`config.mk`:
```
export PLATFORM = sky130hd
export DESIGN_NAME = clkdiv_bank
export DESIGN_NICKNAME = d
export VERILOG_FILES = /design/src/rtl/clkdiv_pkg.sv /design/src/rtl/clkdiv_rst_sync.sv /design/src/rtl/clkdiv_div.sv /design/src/rtl/clkdiv_gate.sv /design/src/rtl/clkdiv_bank.sv
export SDC_FILE = /design/constraint.sdc
export NUM_CORES = 1
export LEC_CHECK = 0
export CAP_MARGIN = 25
export CORE_ASPECT_RATIO = 1.1
export CORE_MARGIN = 2
export CORE_UTILIZATION = 45
export CTS_CLUSTER_SIZE = 20
export DETAILED_ROUTE_END_ITERATION = 12
export PLACE_DENSITY = 0.7
export RECOVER_POWER = 25
export SYNTH_ARGS = -nofsm -noshare
export SYNTH_HDL_FRONTEND = slang
export SYNTH_HIERARCHICAL = 1
export SYNTH_SLANG_ARGS = --single-unit
```
`constraint.sdc`:
```
create_clock -name clk_i -period 1.04 [get_ports clk_i]
set_input_delay 0.312 -clock clk_i [delete_from_list [all_inputs] [get_ports clk_i]]
set_output_delay 0.312 -clock clk_i [all_outputs]
set_load 0.1 [all_outputs]
```
`src/rtl/clkdiv_pkg.sv`:
```
package clkdiv_pkg;
  localparam int CNT_W = 4;

  // feedback ratio per mode/code; 0 marks an illegal setting
  function automatic logic [CNT_W-1:0] fb_ratio(input logic mode, input logic [1:0] sel);
    logic [CNT_W-1:0] base;
    case (sel)
      2'b00:   base = CNT_W'(4);
      2'b01:   base = CNT_W'(5);
      2'b10:   base = CNT_W'(6);
      default: base = '0;
    endcase
    return mode ? base : (base << 1);
  endfunction

  // stop-input index serving a given Q output
  function automatic int stop_index(input int q);
    return (q < 2) ? 0 : q - 1;
  endfunction
endpackage

```
`src/rtl/clkdiv_rst_sync.sv`:
```
module clkdiv_rst_sync #(
  parameter int STAGES = 2
) (
  input  logic clk_i,
  input  logic rst_ni,
  output logic rst_no
);
  logic [STAGES-1:0] sync_q;

  always_ff @(posedge clk_i or negedge rst_ni) begin
    if (!rst_ni) sync_q <= '0;
    else         sync_q <= {sync_q[STAGES-2:0], 1'b1};
  end

  assign rst_no = sync_q[STAGES-1];
endmodule

```
`src/rtl/clkdiv_div.sv`:
```
module clkdiv_div #(
  parameter int CW = 4
) (
  input  logic          clk_i,
  input  logic          rst_ni,
  input  logic          tick_i,
  input  logic [CW-1:0] ratio_i,
  output logic          level_o,
  output logic          level_nxt_o
);
  localparam logic [CW-1:0] ONE = CW'(1);

  logic [CW-1:0] cnt_q, cnt_d;
  logic          lvl_q, lvl_d;

  always_comb begin
    cnt_d = cnt_q;
    lvl_d = lvl_q;
    if (ratio_i == '0) begin
      cnt_d = '0;
      lvl_d = 1'b0;
    end else if (tick_i) begin
      cnt_d = (cnt_q >= ratio_i - ONE) ? '0 : cnt_q + ONE;
      lvl_d = (cnt_d != '0) && (cnt_d <= (ratio_i >> 1));
    end
  end

  always_ff @(posedge clk_i or negedge rst_ni) begin
    if (!rst_ni) begin
      cnt_q <= '0;
      lvl_q <= 1'b0;
    end else begin
      cnt_q <= cnt_d;
      lvl_q <= lvl_d;
    end
  end

  assign level_o     = lvl_q;
  assign level_nxt_o = lvl_d;


  cnt_range_chk: assert property (@(posedge clk_i) disable iff (!rst_ni)
    (ratio_i == '0) || (cnt_q < ratio_i));

  no_tick_hold_chk: assert property (@(posedge clk_i) disable iff (!rst_ni)
    (!tick_i && ratio_i != '0) |=> $stable(lvl_q));
endmodule

```
`src/rtl/clkdiv_gate.sv`:
```
module clkdiv_gate (
  input  logic clk_i,
  input  logic rst_ni,
  input  logic en_i,
  input  logic level_i,
  input  logic level_nxt_i,
  output logic q_o
);
  logic gate_q, gate_d;
  logic open_win;

  // enable may change only in the low phase, never in a rising cycle
  assign open_win = !level_i && !level_nxt_i;

  always_comb begin
    gate_d = gate_q;
    if (open_win) gate_d = en_i;
  end

  always_ff @(posedge clk_i or negedge rst_ni) begin
    if (!rst_ni) gate_q <= 1'b0;
    else         gate_q <= gate_d;
  end

  assign q_o = level_i & gate_q;


  rise_with_clk_chk: assert property (@(posedge clk_i) disable iff (!rst_ni)
    $rose(q_o) |-> $rose(level_i));

  fall_with_clk_chk: assert property (@(posedge clk_i) disable iff (!rst_ni)
    $fell(q_o) |-> $fell(level_i));
endmodule

```
`src/rtl/clkdiv_bank.sv`:
```
module clkdiv_bank #(
  parameter int NQ   = 6,
  parameter int NSD  = 5,
  parameter int CW   = clkdiv_pkg::CNT_W,
  parameter int QDIV = 4
) (
  input  logic           clk_i,
  input  logic           rst_ni,
  input  logic           vco_tick_i,
  input  logic           ref_tick_i,
  input  logic           pll_en_i,
  input  logic           mode_i,
  input  logic [1:0]     fbsel_i,
  input  logic [NSD-1:0] sd_ni,
  input  logic           com_sd_ni,
  input  logic           drive_en_i,
  output logic [NQ-1:0]  q_o,
  output logic           qfb_o,
  output logic [NQ:0]    oe_o
);
  localparam logic [CW-1:0] Q_RATIO = CW'(QDIV);

  logic          rst_n;
  logic          src_tick;
  logic [CW-1:0] fb_ratio;
  logic          q_lvl, q_lvl_nxt;
  logic          fb_lvl, fb_lvl_nxt;

  clkdiv_rst_sync #(.STAGES(2)) u_rst (
    .clk_i (clk_i), .rst_ni(rst_ni), .rst_no(rst_n)
  );

  assign src_tick = pll_en_i ? vco_tick_i : ref_tick_i;
  assign fb_ratio = clkdiv_pkg::fb_ratio(mode_i, fbsel_i);

  clkdiv_div #(.CW(CW)) u_qdiv (
    .clk_i(clk_i), .rst_ni(rst_n), .tick_i(src_tick), .ratio_i(Q_RATIO),
    .level_o(q_lvl), .level_nxt_o(q_lvl_nxt)
  );

  clkdiv_div #(.CW(CW)) u_fbdiv (
    .clk_i(clk_i), .rst_ni(rst_n), .tick_i(src_tick), .ratio_i(fb_ratio),
    .level_o(fb_lvl), .level_nxt_o(fb_lvl_nxt)
  );

  for (genvar i = 0; i < NQ; i++) begin : g_out
    logic en;
    assign en = sd_ni[clkdiv_pkg::stop_index(i)] & com_sd_ni;
    clkdiv_gate u_gate (
      .clk_i(clk_i), .rst_ni(rst_n), .en_i(en),
      .level_i(q_lvl), .level_nxt_i(q_lvl_nxt), .q_o(q_o[i])
    );
  end

  assign qfb_o = fb_lvl;
  assign oe_o  = {(NQ+1){drive_en_i}};


  illegal_fb_low_chk: assert property (@(posedge clk_i) disable iff (!rst_n)
    (fbsel_i == 2'b11 && $past(fbsel_i) == 2'b11) |-> !qfb_o);

  fb_free_of_stops_chk: assert property (@(posedge clk_i) disable iff (!rst_n)
    (!src_tick && fb_ratio != '0) |=> $stable(qfb_o));

  fb_next_unused_chk: assert property (@(posedge clk_i) disable iff (!rst_n)
    (fb_lvl_nxt && !fb_lvl) |=> $rose(qfb_o));
endmodule

```
# [Yosys cells after proc, flatten, opt, wreduce, memory -nomap -nowiden]
# Cells that the tools add are included.
[totals] register_bits=17 latchBits=0 mem_bits_rw=0 rom_bits=0 inputBits=15 word_cells=49 memories=0
[classes] addsub=3 n_mul=0 n_div=0 magnitude_cmp=4 n_eq_ne=2 shift=0 n_mux=10 bitwise=10 reduce_logical=10
[ops] op="two-way mux 4 bit" n=5
[ops] op="AND 1 bit" n=10
[ops] op="case mux 3 bit (3 select lines)" n=1
[ops] op="adder 4 x 1 -> 4 bit (second input constant)" n=2
[ops] op="nonzero test 4 bit" n=2
[ops] op="greater-or-equal comparator 4 x 2 -> 1 bit (second input constant)" n=1
[ops] op="greater-or-equal comparator 4 bit" n=1
[ops] op="less-or-equal comparator 4 x 2 -> 1 bit (second input constant)" n=1
[ops] op="less-or-equal comparator 4 x 3 -> 1 bit" n=1
[ops] op="zero test 4 bit" n=1
[ops] op="two-way mux 1 bit" n=4
[ops] op="subtractor 4 x 1 -> 4 bit (second input constant)" n=1
[ops] op="logical AND 1 bit" n=3
[ops] op="equality test 2 x 1 -> 1 bit (second input constant)" n=1
[ops] op="equality test 2 bit (second input constant)" n=1
[ops] op="zero test 1 bit" n=2
[ops] op="zero test 2 bit" n=1
[ops] op="nonzero test 2 bit" n=1

# [Longest topological paths before layout]
# Gate-level depths: netlist of the first run.
[logic_depth] ltp_word=10 ltp_mapped=16 mapped_depth_nobuf=15

# [By module]
# The synthesis of the first run kept the hierarchy.
[modules_own_cells] mod="clkdiv_div" instances=2 cells_each=65 area_per_inst_um2=548.0 seq_area_each_um2=125.1
[modules_own_cells] mod="clkdiv_gate" instances=6 cells_each=4 area_per_inst_um2=47.5 seq_area_each_um2=25.0
[modules_own_cells] mod="clkdiv_bank" instances=1 cells_each=22 area_per_inst_um2=145.1 seq_area_each_um2=0.0
[modules_own_cells] mod="clkdiv_rst_sync" instances=1 cells_each=3 area_per_inst_um2=53.8 seq_area_each_um2=50.0

# [Least setup slack after synthesis of the first run]
# OpenSTA, ideal clock, no wires.
[synth_timing] kind="flip-flop to flip-flop" startpoint="register u_qdiv.cnt_q[0]" endpoint="register g_out[0].u_gate.gate_q" setup_ps=128 t_arrival_ps=3071 path_slack_ps=-2159 stages_incl_launch_ff=16 n_path_buf=1 synth_period_minus_slack_ps=3199 path_cell_list="dfrtp_1 -> inv_1 -> ha_1 -> nand2b_4 -> a2111oi_2 -> or3_1 -> buf_6 -> and2_2 -> ha_1 -> nor2b_1 -> o21a_1 -> o21ai_0 -> nand4_1 -> a21oi_1 -> nor2_1 -> mux2_1"
[synth_via] elab_chain_len=7 word_cells_on_any_way=9
[synth_lines] item="start, declared" line_no="clkdiv_div.sv:13" rtl="logic [CW-1:0] cnt_q, cnt_d;"
[synth_lines] item="start signal, assigned" line_no="clkdiv_div.sv:33" rtl="cnt_q <= cnt_d;"
[synth_lines] item="adder 4 x 1 -> 4 bit / greater-or-equal comparator 4 x 2 -> 1 bit (equally long branches)" line_no="clkdiv_div.sv:23" rtl="cnt_d = (cnt_q >= ratio_i - ONE) ? '0 : cnt_q + ONE;"
[synth_lines] item="two-way mux 4 bit (*)" line_no="clkdiv_div.sv:23"
[synth_lines] item="less-or-equal comparator 4 x 2 -> 1 bit / nonzero test 4 bit (equally long branches)" line_no="clkdiv_div.sv:24" rtl="lvl_d = (cnt_d != '0) && (cnt_d <= (ratio_i >> 1));"
[synth_lines] item="logical AND 1 bit (*)" line_no="clkdiv_div.sv:24"
[synth_lines] item="two-way mux 1 bit (*)" line_no="clkdiv_div.sv:22" rtl="end else if (tick_i) begin"
[synth_lines] item="via q_lvl_nxt" line_no="clkdiv_bank.sv:26" rtl="logic q_lvl, q_lvl_nxt;"
[synth_lines] item="zero test 1 bit (*)" line_no="clkdiv_gate.sv:13" rtl="assign open_win = !level_i && !level_nxt_i;"
[synth_lines] item="logical AND 1 bit (*)" line_no="clkdiv_gate.sv:13"
[synth_lines] item="end signal, assigned" line_no="clkdiv_gate.sv:22" rtl="else gate_q <= gate_d;"
[synth_lines] item="end, declared" line_no="clkdiv_gate.sv:9" rtl="logic gate_q, gate_d;"
# The timed path passes the listed nets; every way through them passes the cells marked *.
# A chain may end at the register's enable or synchronous reset.

# [Final worst setup path of the first run]
# Ends and elaborated chain as after synthesis.

==> impl_metrics.yaml, run 1 <==
synth:
  synth.top_cells.by_count: "dfrtp_1, ha_1, nor2_1"
  yosys.area.top_type: "dfrtp_1"
  synth_flop_cell: "dfrtp_1"
  synthDistinctLibCells: 33
  synth.area.top_cells: "dfrtp_1, ha_1, nor2_1"
  synth_warnings: 6
  synth_top_area_share_pct: 28.50
  synth-edff-count: 0
  syn_area_per_cell_um2: 8.828
  ys_seq_elements: 18
  synth_area_mm2: 0.001580
  async_reset_ff_share_pct: 100.0
  syn_inst: 179
  seq_area_frac_synth_pct: 28.50
setup_path:
  critPathKind: "reg2reg"
  ff2ff_path_depth: 14
  r2r_slack_ns: -1.89
  cp.required_ns: 1.22
  worstSetupEndpointType: "flip-flop"
  critical_path_peak_fanout: 7
  crit_arrival_ns: 3.11
  worstReg2RegStart: "u_qdiv/cnt_q[0]"
  reg2reg_to: "g_out[0].u_gate/gate_q"
  cp-start-kind: "flip-flop"
timing:
  setup_ws_ns: -1.890
  period_share_pct: 281.8
  finalHoldViolCount: 0
  finalWorstPathRequiredPeriod_ns: 2.930
  fin_worst_skew_ns: 0.001550
  setup_viol: 23
  drv_slew: 0
  clock.fmax_mhz: 341.3
  rsz0062_at_grt: "true"
grt:
  gr-total-overflow: 0
  grt_pass1_vias: 1580
  antenna_found_initial: 0
  grt_pass1_wl_um: 6969
  grt_max_degree: 17
  track_usage_pct: 23.13
routing:
  vias: 1474
  firstDrtPassIters: 4
  wl_per_cell_um: 13.69
  drcViolationCount: 0
  dr.first_iter.drc_count: 52
  viasPerCell: 5.136
  postRouteAntennaNets: 0
  drt-total-wl_um: 3930
cells_and_area:
  drive_above_1_share_pct: 45.61
  fin_util_pct: 73.77
  fill_cells: 239
  area_growth_pct: 56.77
  num_antenna_cells: 0
  finish.net_count: 274
  final_cell_area_mm2: 0.002477
  multi_input_area_mm2: 0.001296
  area.sequential_um2: 452.9
cts:
  ctsHtreeMaxLevel: 1
  cts_hold_buf: 0
  clock-root-buffer: "clkbuf_4"
  clk_latency_ns: 0.28
  clk_path_buf_depth: 2
  cts_tree: "yes"
  cts_made_buffers: 3
  clkTransAtPathRegs_ns: 0.10
  cts_sinks: 18
die:
  die_area_mm2: 0.004002
  die_w_um: 60.50
  initial_core_util_pct: 47.06
  die_y_um: 66.15
  ios: 29
  core_mm2: 0.003358
  rows: 22
place:
  port_buffers: 20
  gp_congestion: 0.8364
  placed_cell_area_mm2: 0.002171
  place_hpwl_um: 2896
pwr:
  p_per_area_mw_per_mm2: 2605
  vdd_drop_max_mv: 1.499
  totalPowerFinal_mw: 6.454
  p_leak_nw: 1.115
worst_hold_path:
  hp-class: "in2async"
status:
  status: "complete, but fails checks"
  violations: "setup timing"
flow_run:
  drv_cap: 0
==> registers in the layout, summed over array words and instances (netlist names) <==
name and cells:
g_out.u_gate/gate_q 6, u_fbdiv/cnt_q 4, u_fbdiv/level_o 1, u_qdiv/cnt_q 4, u_qdiv/level_o 1, u_rst/sync_q 2
==> cells in the final DEF (no fill, tap or decap), types with 3 or more instances in the layout <==
cell / netlist / routed
conb_1: 3 / 11
ha_1: 18 / 10
o21a_1: 4 / 4
a31oi_1: 6 / 5
buf_6: 4 / 7
dfrtp_1: 18 / 16
and2_4: 0 / 8
inv_1: 15 / 10
nand2b_4: 2 / 3
nand3_1: 8 / 6
buf_12: 0 / 7
nor2_1: 18 / 16
a21oi_1: 7 / 4
clkbuf_4: 0 / 3
and2_1: 5 / 5
nand2_1: 5 / 5
buf_4: 7 / 32
nand3_2: 2 / 4
inv_2: 0 / 5
clkdlybuf4s50_1: 0 / 9
ha_4: 0 / 8
mux2_1: 6 / 4
nand2b_1: 7 / 6
==> critical path, stage by stage, from the launching register on <==
cell and delay [ns]:
dfrtp_1 0.39, inv_2 0.06, ha_4 0.25, nand2b_4 0.11, a2111oi_2 0.06, or3_4 0.35, and2_4 0.16, ha_4 0.21
nor2b_4 0.12, o21a_1 0.17, o21ai_2 0.11, nand4_1 0.17, a21oi_4 0.27, nor2_1 0.08, mux2_1 0.31
==> final cells by class <==
| type | count | area share [%] |
|---|---|---|
| Timing Repair Buffer | 60 | 23.79 |
| Tap cell | 48 | 2.424 |
| Inverter | 15 | 2.273 |
| Multi-Input combinational cell | 143 | 52.32 |
| Sequential cell | 18 | 18.28 |
| Clock buffer | 3 | 0.9091 |
==> stage by stage <==
stage	cells	setup slack (ns)	hold WS (ns)	setup TNS [ns]
floorplan	187	-1.840	0.01641	-21.04
global placement	275	-2.213	0.1868	-25.58
detailed placement	275	-2.325	0.1913	-27.43
CTS	287	-1.926	0.1626	-24.12
global route	287	-2.023	0.2345	-25.53
finish	287	-1.890	0.2382	-23.61
==> per-layer routing <==
layer  up-vias  routed length, µm  global-route usage [%]
met5         -                  0                       0
met3         8                154                   2.544
li1        721                  -                       -
met2        50               2134                   43.34
met1       695               1566                   25.83
met4         0                 74                   9.239
==> worst max path at each step <==
stage                     cells after the start                     end            start  slack, ns
after floorplan                              15  g_out[0].u_gate/gate_q  u_qdiv/cnt_q[0]      -1.84
after global placement                       15         u_fbdiv/level_o       fbsel_i[0]      -2.21
after detailed placement                     15         u_fbdiv/level_o       fbsel_i[0]      -2.33
after CTS                                    14  g_out[0].u_gate/gate_q  u_qdiv/cnt_q[0]      -1.93
after global routing                         13  g_out[0].u_gate/gate_q  u_qdiv/cnt_q[0]      -2.02
final                                        14  g_out[0].u_gate/gate_q  u_qdiv/cnt_q[0]      -1.89
==> cells by family (layout without fill, tap and decap cells) <==
logic type,count (synthesis),count (layout),share of synthesized area [%]
compound gates,28,28,11.80
xor+xnor,4,4,2.217
fa+ha+maj,18,18,14.25
buf+inv,26,78,9.738
flops,18,18,28.50
mux,8,8,5.621
other cells,3,11,0.7125
simple gates,74,74,27.16
==> timing repair <==
| item | in CTS | in global routing |
|---|---|---|
| pin swaps | 30 | 16 |
| gates resized for setup | 52 | 9 |
| cloned | 1 | 0 |
| setup buffers | 8 | 0 |
| endpoints found under the setup margin | 23 | 23 |
==> report_power, final <==
group          leakage [nW]  internal, mW  total [mW]  switching [mW]
combinational         0.876          2.59        4.94            2.35
sequential            0.225         0.967        1.17           0.204
clock                0.0138         0.134       0.345           0.211
total                  1.12          3.69        6.45            2.76
Note: power is estimated with default switching activity, not from simulation.
==> run 2: changes to the inputs <==
- CORE_MARGIN: 2 -> 4
==> impl_metrics.yaml, run 2 (synthesis gave the netlist of run 1 again) <==
place:
  pre_cts_slack_ns: -2.369
  port_buffers: 20
  placed_cell_area_mm2: 0.002156
  place_hpwl_um: 2790
  gp_congestion: 0.9097
grt:
  track_usage_pct: 18.44
  grt_pass1_wl_um: 6720
  antenna_found_initial: 0
  grt_pass1_vias: 1578
  gr-total-overflow: 0
  grt_max_degree: 19
cells_and_area:
  fin_util_pct: 76.16
  largest-register: "g_out.u_gate/gate_q"
  area_growth_pct: 61.84
  largest_reg_flops: 6
  largestRegisters: "g_out.u_gate/gate_q x6, u_fbdiv/cnt_q x4, u_qdiv/cnt_q x4"
  final_cell_mix: "buf_4, nor2_1, dfrtp_1, buf_6"
  mostFrequentLayoutCell: "buf_4"
  final_cell_area_mm2: 0.002557
  num_antenna_cells: 0
  fill_cells: 238
  drive_above_1_share_pct: 46.53
  finish.net_count: 280
cts:
  clk_latency_ns: 0.29
  cts_made_buffers: 3
  cts_tree: "yes"
  clkTransAtPathRegs_ns: 0.10
  cts_hold_buf: 0
  clk_path_buf_depth: 2
  ctsHtreeMaxLevel: 1
  clock-root-buffer: "clkbuf_4"
  cts_sinks: 18
setup_path:
  worstSetupEndpointType: "flip-flop"
  critical_path.slowest_cell: "dfrtp_1"
  r2r_slack_ns: -1.91
  critPathKind: "reg2reg"
  cp.required_ns: 1.22
  worst-path-buf-inv: 1
  critical_path_peak_fanout: 7
  crit_arrival_ns: 3.13
  cp_common_cell: "ha_4"
  cp_top_family: "simple AND/OR/NAND/NOR gates"
  critPathMaxStageDelay_ns: 0.38
  cp_cell_sequence: "inv_2 > ha_4 > nand2b_4 > a2111oi_4 > or3_4 > and2_4 > ha_4 > nor2b_4 > o21a_1 > o21ai_1 > nand4_1 > a21oi_4 > nor2_1 > mux2_1"
  cp-start-kind: "flip-flop"
pwr:
  internal_power_mw: 3.915
  clkPwrFrac_pct: 4.9
  totalPowerFinal_mw: 6.787
  p_leak_nw: 1.152
  p_per_area_mw_per_mm2: 2654
  pwr-share-seq_pct: 17.0
  vdd_drop_max_mv: 1.302
  sw_frac_of_total_pct: 42.33
  p_comb_share_pct: 78.0
  switching_power_mw: 2.873
routing:
  drt-total-wl_um: 4227
  firstDrtPassIters: 4
  wl_per_cell_um: 14.43
  vias: 1531
  viasPerCell: 5.225
  postRouteAntennaNets: 0
  drcViolationCount: 0
  dr.first_iter.drc_count: 38
timing:
  clock.fmax_mhz: 338.8
  setup_viol: 23
  period_share_pct: 283.8
  finalHoldViolCount: 0
  finalWorstPathRequiredPeriod_ns: 2.952
  drv_slew: 0
  rsz0062_at_grt: "true"
  fin_worst_skew_ns: 0.001965
  setup_tns_ns: -25.11
  setup_ws_ns: -1.912
die:
  die_area_mm2: 0.004525
  die_y_um: 70.15
  core_mm2: 0.003358
  rows: 22
  die_w_um: 64.50
  initial_core_util_pct: 47.06
  ios: 29
status:
  status: "complete, but fails checks"
  violations: "setup timing"
worst_hold_path:
  hp-class: "in2async"
flow_run:
  drv_cap: 0
[run 2: changes by cell type in the layout (fill, tap and decap cells not counted), sizes merged]
cell,delta
buf,+6
[run 2: path summary, 6_finish.rpt]
path | startpoint | endpoint | cells past startpoint
max | u_qdiv/cnt_q[0] | g_out[3].u_gate/gate_q | 14
min in group clk_i | u_rst/sync_q[0] | u_rst/sync_q[1] | 0
min | rst_ni | u_rst/sync_q[0] | 1
max reg2reg | u_qdiv/cnt_q[0] | g_out[3].u_gate/gate_q | 14
min reg2reg | u_rst/sync_q[1] | g_out[3].u_gate/gate_q | 1
max in group asynchronous | u_rst/sync_q[1] | u_fbdiv/level_o | 1
[run 2: power groups by stage]
stage          registers (mW)  logic [mW]  clock network (mW)
2_1_floorplan            1.33        2.63                   0
3_3_place_gp             1.13        3.78                   0
3_5_place_dp             1.14        3.96                   0
4_1_cts                  1.15        4.61               0.356
5_1_grt                  1.19        5.72               0.374
6_report                 1.16        5.30               0.336
[run 2: final cells by class]
class | instances | area [µm²] | share of cell area (%)
Multi-Input combinational cell | 143 | 1308 | 51.13
Timing Repair Buffer | 66 | 658.1 | 25.73
Sequential cell | 18 | 452.9 | 17.71
Tap cell | 48 | 60.06 | 2.348
Inverter | 15 | 56.30 | 2.202
Clock buffer | 3 | 22.52 | 0.8806
[run 2: per-stage QoR]
step           hold WS (ns)  cells
2_1_floorplan       0.01641    187
3_3_place_gp         0.1839    273
3_5_place_dp         0.1850    273
4_1_cts              0.1609    289
5_1_grt              0.2401    293
6_report             0.2404    293
[run 2: repair_timing]
item                                    CTS  global route
endpoints found under the setup margin   23            23
gates resized for setup                  48            24
gates cloned                              1             0
pin swaps                                22            19
endpoints found under the hold margin     0             0
setup buffers                            12             7
[run 2: routing by layer]
| layer | wire length, µm | part of all wire [%] | vias up | GRT usage (%) |
|---|---|---|---|---|
| met5 | 0 | 0 | - | 0 |
| met4 | 137 | 3.2 | 0 | 9.624 |
| met3 | 186 | 4.4 | 18 | 1.929 |
| met2 | 2255 | 53 | 53 | 34.75 |
| met1 | 1648 | 39 | 727 | 19.72 |
| li1 | - | - | 733 | - |
